--- src/rtl/dma_susp_pkg.sv ---
package dma_susp_pkg;

   typedef enum logic [2:0] {
      TS_IDLE = 3'd0,
      TS_REQ  = 3'd1,
      TS_T1   = 3'd2,
      TS_T2   = 3'd3,
      TS_TW   = 3'd4,
      TS_T3   = 3'd5
   } tstate_e;

   typedef enum logic [1:0] {
      SEL_SRC = 2'd0,
      SEL_DST = 2'd1,
      SEL_CNT = 2'd2,
      SEL_CTL = 2'd3
   } sel_e;

   localparam int CTL_CH_BIT  = 0;
   localparam int CTL_MST_BIT = 1;
   localparam int CTL_IRQ_BIT = 2;

endpackage

--- src/rtl/dma_susp_nmi_edge.sv ---
module dma_susp_nmi_edge #(
   parameter int SYNC_STAGES = 2
) (
   input  logic clk,
   input  logic rst_n,
   input  logic nmi_n,
   output logic fall
);

   logic smp;
   logic prev;

   generate
      if (SYNC_STAGES == 0) begin : g_direct
         assign smp = nmi_n;
      end else begin : g_sync
         logic [SYNC_STAGES-1:0] chain;
         always_ff @(posedge clk or negedge rst_n) begin
            if (!rst_n) begin
               chain <= '1;
            end else begin
               chain[0] <= nmi_n;
               for (int i = 1; i < SYNC_STAGES; i++) begin
                  chain[i] <= chain[i-1];
               end
            end
         end
         assign smp = chain[SYNC_STAGES-1];
      end
   endgenerate

   always_ff @(posedge clk or negedge rst_n) begin
      if (!rst_n) prev <= 1'b1;
      else        prev <= smp;
   end

   assign fall = prev & ~smp;

endmodule

--- src/rtl/dma_susp_seq.sv ---
module dma_susp_seq
   import dma_susp_pkg::*;
(
   input  logic       clk,
   input  logic       rst_n,
   input  logic       run,
   input  logic       cnt_zero,
   input  logic       cnt_last,
   input  logic       bus_gnt,
   input  logic       bus_wait,
   input  logic       nmi_fall,
   output logic [2:0] tstate,
   output logic       wr_phase,
   output logic       bus_req,
   output logic       bus_rd,
   output logic       bus_wr,
   output logic       rd_latch,
   output logic       step,
   output logic       ev_done,
   output logic       ev_susp
);

   tstate_e st, st_n;
   logic    wr_ph, wr_n;
   logic    pend, pend_eff;
   logic    in_cycle;

   assign pend_eff = pend | nmi_fall;
   assign in_cycle = (st == TS_T1) || (st == TS_T2) || (st == TS_TW) || (st == TS_T3);

   always_comb begin
      st_n = st;
      wr_n = wr_ph;
      unique case (st)
         TS_IDLE: if (run && !cnt_zero) st_n = TS_REQ;
         TS_REQ: begin
            if (!run)         st_n = TS_IDLE;
            else if (bus_gnt) st_n = TS_T1;
         end
         TS_T1: st_n = TS_T2;
         TS_T2, TS_TW: st_n = bus_wait ? TS_TW : TS_T3;
         TS_T3: begin
            if (!wr_ph) begin
               st_n = TS_T1;
               wr_n = 1'b1;
            end else if (cnt_last || pend_eff || !run) begin
               st_n = TS_IDLE;
               wr_n = 1'b0;
            end else begin
               st_n = TS_T1;
               wr_n = 1'b0;
            end
         end
         default: begin
            st_n = TS_IDLE;
            wr_n = 1'b0;
         end
      endcase
   end

   always_ff @(posedge clk or negedge rst_n) begin
      if (!rst_n) begin
         st    <= TS_IDLE;
         wr_ph <= 1'b0;
         pend  <= 1'b0;
      end else begin
         st    <= st_n;
         wr_ph <= wr_n;
         if (st == TS_IDLE || step) pend <= 1'b0;
         else                       pend <= pend_eff;
      end
   end

   assign tstate   = st;
   assign wr_phase = wr_ph;
   assign bus_req  = (st != TS_IDLE);
   assign bus_rd   = in_cycle && !wr_ph;
   assign bus_wr   = in_cycle && wr_ph;
   assign rd_latch = (st == TS_T3) && !wr_ph;
   assign step     = (st == TS_T3) && wr_ph;
   assign ev_done  = step && cnt_last;
   assign ev_susp  = step && !cnt_last && pend_eff;

endmodule

--- src/rtl/dma_susp_regs.sv ---
module dma_susp_regs
   import dma_susp_pkg::*;
#(
   parameter int AW = 20,
   parameter int CW = 16
) (
   input  logic          clk,
   input  logic          rst_n,
   input  logic          cfg_wr,
   input  logic [1:0]    cfg_sel,
   input  logic [AW-1:0] cfg_wdata,
   input  logic          busy,
   input  logic          step,
   input  logic          ev_done,
   input  logic          ev_susp,
   output logic [AW-1:0] src,
   output logic [AW-1:0] dst,
   output logic [CW-1:0] cnt,
   output logic          mst_en,
   output logic          ch_en,
   output logic          irq_en,
   output logic          done,
   output logic          cnt_zero,
   output logic          cnt_last
);

   logic load_ok;
   logic zero_start;

   assign load_ok    = cfg_wr && !busy;
   assign cnt_zero   = (cnt == '0);
   assign cnt_last   = (cnt == CW'(1));
   assign zero_start = !busy && mst_en && ch_en && cnt_zero;

   // Address and count registers are deliberately outside the reset domain.
   always_ff @(posedge clk) begin
      if (step) begin
         src <= src + AW'(1);
         dst <= dst + AW'(1);
         cnt <= cnt - CW'(1);
      end else if (load_ok) begin
         if (cfg_sel == SEL_SRC) src <= cfg_wdata;
         if (cfg_sel == SEL_DST) dst <= cfg_wdata;
         if (cfg_sel == SEL_CNT) cnt <= cfg_wdata[CW-1:0];
      end
   end

   always_ff @(posedge clk or negedge rst_n) begin
      if (!rst_n) begin
         mst_en <= 1'b0;
         ch_en  <= 1'b0;
         irq_en <= 1'b0;
         done   <= 1'b0;
      end else begin
         if (cfg_wr && cfg_sel == SEL_CTL) begin
            ch_en  <= cfg_wdata[CTL_CH_BIT];
            mst_en <= cfg_wdata[CTL_MST_BIT];
            irq_en <= cfg_wdata[CTL_IRQ_BIT];
            if (cfg_wdata[CTL_CH_BIT]) done <= 1'b0;
         end
         if (ev_done || zero_start) begin
            ch_en <= 1'b0;
            done  <= 1'b1;
         end
         if (ev_susp) mst_en <= 1'b0;
      end
   end

endmodule

--- src/rtl/dma_susp_chan.sv ---
module dma_susp_chan
   import dma_susp_pkg::*;
#(
   parameter int AW          = 20,
   parameter int CW          = 16,
   parameter int DW          = 8,
   parameter int SYNC_STAGES = 2
) (
   input  logic          clk,
   input  logic          rst_n,
   input  logic          cfg_wr,
   input  logic [1:0]    cfg_sel,
   input  logic [AW-1:0] cfg_wdata,
   input  logic          nmi_n,
   output logic          bus_req,
   input  logic          bus_gnt,
   output logic [2:0]    bus_tstate,
   output logic          bus_rd,
   output logic          bus_wr,
   output logic [AW-1:0] bus_addr,
   output logic [DW-1:0] bus_wdata,
   input  logic [DW-1:0] bus_rdata,
   input  logic          bus_wait,
   output logic [AW-1:0] src_q,
   output logic [AW-1:0] dst_q,
   output logic [CW-1:0] cnt_q,
   output logic          mst_en_q,
   output logic          ch_en_q,
   output logic          done_q,
   output logic          irq
);

   generate
      if (AW < 3 || AW > 32) begin : g_bad_aw
         $error("dma_susp_chan: AW must lie in 3..32");
      end
      if (CW < 2 || CW > AW) begin : g_bad_cw
         $error("dma_susp_chan: CW must lie in 2..AW");
      end
      if (DW < 1 || DW > 64) begin : g_bad_dw
         $error("dma_susp_chan: DW must lie in 1..64");
      end
      if (SYNC_STAGES < 0 || SYNC_STAGES > 3) begin : g_bad_sync
         $error("dma_susp_chan: SYNC_STAGES must lie in 0..3");
      end
   endgenerate

   logic          nmi_fall;
   logic          wr_phase, rd_latch, step, ev_done, ev_susp;
   logic          cnt_zero, cnt_last, irq_en;
   logic          run;
   logic [DW-1:0] dbuf;

   assign run = mst_en_q && ch_en_q;

   dma_susp_nmi_edge #(.SYNC_STAGES(SYNC_STAGES)) u_edge (
      .clk   (clk),
      .rst_n (rst_n),
      .nmi_n (nmi_n),
      .fall  (nmi_fall)
   );

   dma_susp_seq u_seq (
      .clk      (clk),
      .rst_n    (rst_n),
      .run      (run),
      .cnt_zero (cnt_zero),
      .cnt_last (cnt_last),
      .bus_gnt  (bus_gnt),
      .bus_wait (bus_wait),
      .nmi_fall (nmi_fall),
      .tstate   (bus_tstate),
      .wr_phase (wr_phase),
      .bus_req  (bus_req),
      .bus_rd   (bus_rd),
      .bus_wr   (bus_wr),
      .rd_latch (rd_latch),
      .step     (step),
      .ev_done  (ev_done),
      .ev_susp  (ev_susp)
   );

   dma_susp_regs #(.AW(AW), .CW(CW)) u_regs (
      .clk       (clk),
      .rst_n     (rst_n),
      .cfg_wr    (cfg_wr),
      .cfg_sel   (cfg_sel),
      .cfg_wdata (cfg_wdata),
      .busy      (bus_req),
      .step      (step),
      .ev_done   (ev_done),
      .ev_susp   (ev_susp),
      .src       (src_q),
      .dst       (dst_q),
      .cnt       (cnt_q),
      .mst_en    (mst_en_q),
      .ch_en     (ch_en_q),
      .irq_en    (irq_en),
      .done      (done_q),
      .cnt_zero  (cnt_zero),
      .cnt_last  (cnt_last)
   );

   always_ff @(posedge clk) begin
      if (rd_latch) dbuf <= bus_rdata;
   end

   assign bus_addr  = wr_phase ? dst_q : src_q;
   assign bus_wdata = dbuf;
   assign irq       = done_q && irq_en;

endmodule

--- config.mk ---
export PLATFORM = sky130hd
export DESIGN_NAME = dma_susp_chan
export DESIGN_NICKNAME = d
export VERILOG_FILES = /design/src/rtl/dma_susp_pkg.sv /design/src/rtl/dma_susp_nmi_edge.sv /design/src/rtl/dma_susp_seq.sv /design/src/rtl/dma_susp_regs.sv /design/src/rtl/dma_susp_chan.sv
export SDC_FILE = /design/constraint.sdc
export NUM_CORES = 1
export LEC_CHECK = 0
export ABC_AREA = 0
export CAP_MARGIN = 10
export CORE_UTILIZATION = 43
export CTS_CLUSTER_DIAMETER = 150
export DETAILED_ROUTE_END_ITERATION = 12
export PLACE_DENSITY = 0.81
export SLEW_MARGIN = 20
export SYNTH_ARGS = -nofsm -noshare
export SYNTH_HDL_FRONTEND = slang
export SYNTH_SLANG_ARGS = --single-unit
--- constraint.sdc ---
create_clock -name clk -period 2.7 [get_ports clk]
set_input_delay 0.81 -clock clk [delete_from_list [all_inputs] [get_ports clk]]
set_output_delay 0.81 -clock clk [all_outputs]
set_load 0.05 [all_outputs]
Yosys cells after proc, flatten, opt, wreduce, memory -nomap -nowiden
Cells that the tools add are included.

cells by class
  add/subtract/negate cells = 3
  equality and inequality tests = 11
  muxes and demuxes = 27
  bitwise operators = 3
  reduce and logical (&&, ||, !) cells = 45

operators by type and width
  kind                   count
  $mux 20                7
  $mux 16                3
  $add 20x1->20 const B  2
  $eq 16x1->1 const B    1
  $logic_not 16->1       1
  $sub 16x1->16 const B  1
  $logic_and 1x1->1      15
  $pmux 3 s5             1
  $reduce_bool 2->1      7
  $mux 3                 4
  $mux 1                 10
  $reduce_and 2->1       5
  $logic_or 1x1->1       7
  $eq 3x2->1 const B     2
  $eq 3x3->1 const B     2
  $logic_not 1->1        5
  $reduce_or 5->1        1
  $eq 2x2->1 const B     2
  $eq 3x1->1 const B     1
  $logic_not 3->1        1
  $ne 3x3->1 const B     1
  $reduce_bool 3->1      1
  $eq 2x1->1 const B     1
  $logic_not 2->1        1
  7 further kinds        7

storage, ports and cells
  register bits after elaboration = 76
  input bits = 36

Longest topological paths before layout
  word-level depth = 8
  depth in mapped cells = 6
  gate-level depth less buffers = 6

Cells and area by module
Synthesis repeated with hierarchy kept, for this count alone.

unflattened totals
  cells, all modules = 407
  area total of the unflattened synthesis = 4506.8 um^2

by module, submodules not included
  module             instances  cells an instance  area an instance (um^2)
  dma_susp_regs      1          332                3490.8
  dma_susp_chan      1          32                 575.6
  dma_susp_seq       1          39                 347.8
  dma_susp_nmi_edge  1          4                  92.6

Worst setup path after synthesis
Ideal clock, no wire load.

  path type = register to register
  from = register u_seq.st[1], in the netlist u_seq.tstate[1]
  to = register u_regs.dst[0], enable pin
  library setup time = 0.428 ns
  data arrival time = 2.642 ns
  data required time = 2.272 ns
  slack = -0.371 ns
  cell stages (with the launch flop) = 4
  path buffers = 0
  cells stage by stage = dfrtp_1 nor3_1 nand2_1 o31ai_1

between the ends
  word-level cells in the longest chain between the ends = 5
  elaborated cells on any way between the ends = 8
  classes of those cells = eq/ne (1); reduce/logical (7)

ends and longest elaborated chain
  item                                   line                 RTL
  start: declaration                     dma_susp_seq.sv:23   tstate_e st, st_n;
  start signal: assignment               dma_susp_seq.sv:67   st <= st_n;
  $reduce_bool 3->1                      dma_susp_seq.sv:76   assign bus_req = (st != TS_IDLE);
  $logic_not 1->1                        dma_susp_regs.sv:30  assign load_ok = cfg_wr && !busy;
  $logic_and 1x1->1                      dma_susp_regs.sv:30
  $reduce_bool 2->1 (no source line)     n/a
  $reduce_and 2->1 (no source line) (*)  n/a
  end signal: assignment                 dma_susp_regs.sv:39  dst <= dst + AW'(1);
  end signal: assignment                 dma_susp_regs.sv:43  if (cfg_sel == SEL_DST) dst <= cfg_wdata;
  end: declaration                       dma_susp_regs.sv:17  output logic [AW-1:0] dst,

Every way passes the cells marked *; elsewhere a longest branch is shown, timed or not.
A chain may end at the register's enable or synchronous reset.

Worst setup path after layout
  from = register u_seq.st[0], in the netlist u_seq.tstate[0]
  to = output bus_tstate[0]

RTL lines
  item              line                 RTL
  end: declaration  dma_susp_chan.sv:17  output logic [2:0] bus_tstate,

No word-level cell between the ends.

==> metrics.yaml <==
status: "complete, no violations"
drt-initial-drc-count: 291
detail_route.wl_per_cell_um: 17.7
start_util: 0.441
p_leak_nw: 2.07
cts_buffer_depth: 2
crit_family: "buffers and inverters"
ys_seq_area_frac: 0.521
synth_fa_ha_area_frac: 0.0146
place.gp.congestion: 0.874
numPortBuffers: 129
nets: 585
peakVddDrop_mv: 0.300
r2r_cells: 6
core_sq_mm: 0.00968
min_path_cells: 0
finalClockSkew_ns: 0.0113
worstPathMaxFanout: 16
tightest_slew_ns: 0.861
via_count: 3962
min_path_type: "reg2reg"
crit_type: "reg2out"
cts_setup_buffers: 0
slew_viol_final: 0
ant_nets: 0
ys.flop_type: "edfxtp_1"
synth_edf_count: 64
diodes: 0
stdcell_area_sq_mm: 0.00600
fmax_mhz: 382
htree_levels: 3
cts_buffers: 9
die_y_um: 102
period_share: 0.970
avgSynthCellArea_sq_um: 10.4
drc: 0
yosysWarnings: 0
yosysTopAreaCell: "edfxtp_1"
rsz0062_at_grt: "no"
final_hold_viol_count: 0
synth_top_area_share: 0.450
first_pass_iters: 5
synth_top_family_by_area: "simple AND/OR/NAND/NOR gates"
crit_chain: "clkdlybuf4s50_1"
synthSimpleGateAreaFrac: 0.195
tns_ns: 0
synthTopCellsByCount: "64 x edfxtp_1, 44 x a21oi_1, 39 x nor2_1, 31 x nand2_1"
overflow: 0
cts_hold_buf: 0
critPathBufInv: 1
synth_seq_cells: 76
cp.depth: 1
chipWidth_um: 102
synth_most_common_cell: "edfxtp_1"
rr_startpoint: "u_regs.cnt[0]$_DFFE_PP_"
grt_pass1_vias: 3790
max_stage_delay_ns: 0.88
via_per_inst: 5.81
crit_path_start: "u_seq.tstate[0]$_DFFE_PN0P_"
powerDensity_mw_per_mm2: 527
antenna_found_initial: 0
synth_xor_xnor_area_share: 0.0738
grt_max_degree: 41
cts_tree: "built"
worstSkewPairLatency_ns: 0.35
wirelength_um: 12100
synthCells: 410
path_clk_slew_ns: 0.07
start_kind: "register"
fin_crit_ns: 2.62
dpl.hpwl_um: 8820
critPathSlowestCell: "clkdlybuf4s50_1"
drive_above_1_share: 0.144
arrival_ns: 1.81
netlist_area_sq_mm: 0.00427
min_from: "u_edge.g_sync.chain[0]$_DFF_PN1_"
dpl-instance-area_sq_mm: 0.00576
post_synth_main_area_contributors: "edfxtp_1 45%, dfrtp_1 5.3%, mux2_2 5.3%"
end_kind: "output pin"
rows: 36
syn_nets: 451
synthMuxAreaShare: 0.0550
finalSetupViolations: 0
synth-async-reset-ratio: 0.158
cts_resized: 0
cts.sinks: 76
synth_compound_area_frac: 0.117
maxSlewHeadroom: 0.424
yosys.cell_types.count: 47
root_buffer: "clkbuf_8"
drv_cap: 0
die-area_sq_mm: 0.0103
io_pins: 130
grt_usage: 0.238
cp.required_ns: 1.89
area_growth_pct: 40.4
grt_pass1_wl_um: 18800
-- power by group --
| part | leakage [nW] | switching, mW | internal [mW] | total (mW) |
|---|---|---|---|---|
| Clock | 0.117 | 0.434 | 0.616 | 1.05 |
| Combinational | 1.23 | 0.428 | 0.247 | 0.674 |
| Sequential | 0.730 | 0.0909 | 1.35 | 1.44 |
| Total | 2.07 | 0.953 | 2.21 | 3.16 |
-- registers in the layout (all words and copies together) (netlist names), 2 cells and up --
signal	flops
u_seq.tstate	3
bus_wdata	8
u_regs.dst	20
u_regs.cnt	16
u_edge.g_sync.chain	2
u_regs.src	20
-- logic make-up after synthesis --
| logic type | count (synthesis) |
|---|---|
| multiplexers | 21 |
| flip-flops | 76 |
| buffers and inverters | 26 |
| AO/OA/AOI/OAI | 87 |
| adder cells (fa/ha/maj) | 5 |
| XOR/XNOR | 36 |
| AND/OR/NAND/NOR | 159 |
-- metrics by stage --
| stage | setup WS [ns] | cells | hold WS, ns | utilization | power [mW] |
|---|---|---|---|---|---|
| 2_1_floorplan | -0.371 | 410 | 0.345 | - | 1.86 |
| 3_3_place_gp | 0.386 | 666 | 0.348 | 0.595 | 2.12 |
| 3_5_place_dp | 0.325 | 666 | 0.349 | 0.595 | 2.13 |
| 4_1_cts | 0.0551 | 682 | 0.360 | 0.619 | 3.17 |
| 5_1_grt | 0.0177 | 682 | 0.365 | 0.620 | 3.26 |
| 6_report | 0.0819 | 682 | 0.361 | 0.620 | 3.16 |
-- cell type report --
cell class / count / area [sq um]
Clock inverter: 6 / 111
Clock buffer: 10 / 128
Inverter: 9 / 33.8
Tap cell: 133 / 166
Fill cell: 776 / 3680
Timing Repair Buffer: 140 / 1360
Multi-Input combinational cell: 308 / 1980
Sequential cell: 76 / 2230
-- layer usage --
metal,vias to the layer above,global-route usage,share of wire
li1,1814,-,-
met1,1925,0.304,0.40
met2,202,0.404,0.51
met3,21,0.0352,0.072
met4,0,0.100,0.019
met5,-,0,0
-- worst paths after layout --
check | slack [ns] | end
max in group asynchronous | 1.55 | u_edge.prev$_DFF_PN1_
max | 0.08 | bus_tstate[0]
min | 0.36 | u_edge.g_sync.chain[1]$_DFF_PN1_
min in group asynchronous | 0.80 | u_seq.tstate[2]$_DFFE_PN0P_
max reg2reg | 0.50 | u_regs.cnt[14]$_DFFE_PP_
min reg2reg | 0.36 | u_edge.g_sync.chain[1]$_DFF_PN1_
-- cell usage in the layout (no fill, tap or decap), types with 12 or more instances in the layout --
cell type	Yosys	routed
clkdlybuf4s50_1	0	105
xor2_1	16	16
nand2_1	31	31
nor2_1	39	39
edfxtp_1	64	64
nand3_1	14	14
a21oi_1	44	44
a31oi_1	12	12
nor3_1	14	14
o21ai_0	15	13
buf_4	0	31
xnor2_1	20	20
mux2_2	20	20
nand4_1	14	14
-- worst reg2reg max path, stage by stage, from the launching register on --
cell	delay, ns
edfxtp_1	0.51
inv_1	0.13
ha_1	0.24
nor3b_1	0.47
nand2_1	0.17
or3_1	0.37
a31oi_1	0.16
No activity file was read; power rests on OpenSTA's default activity.
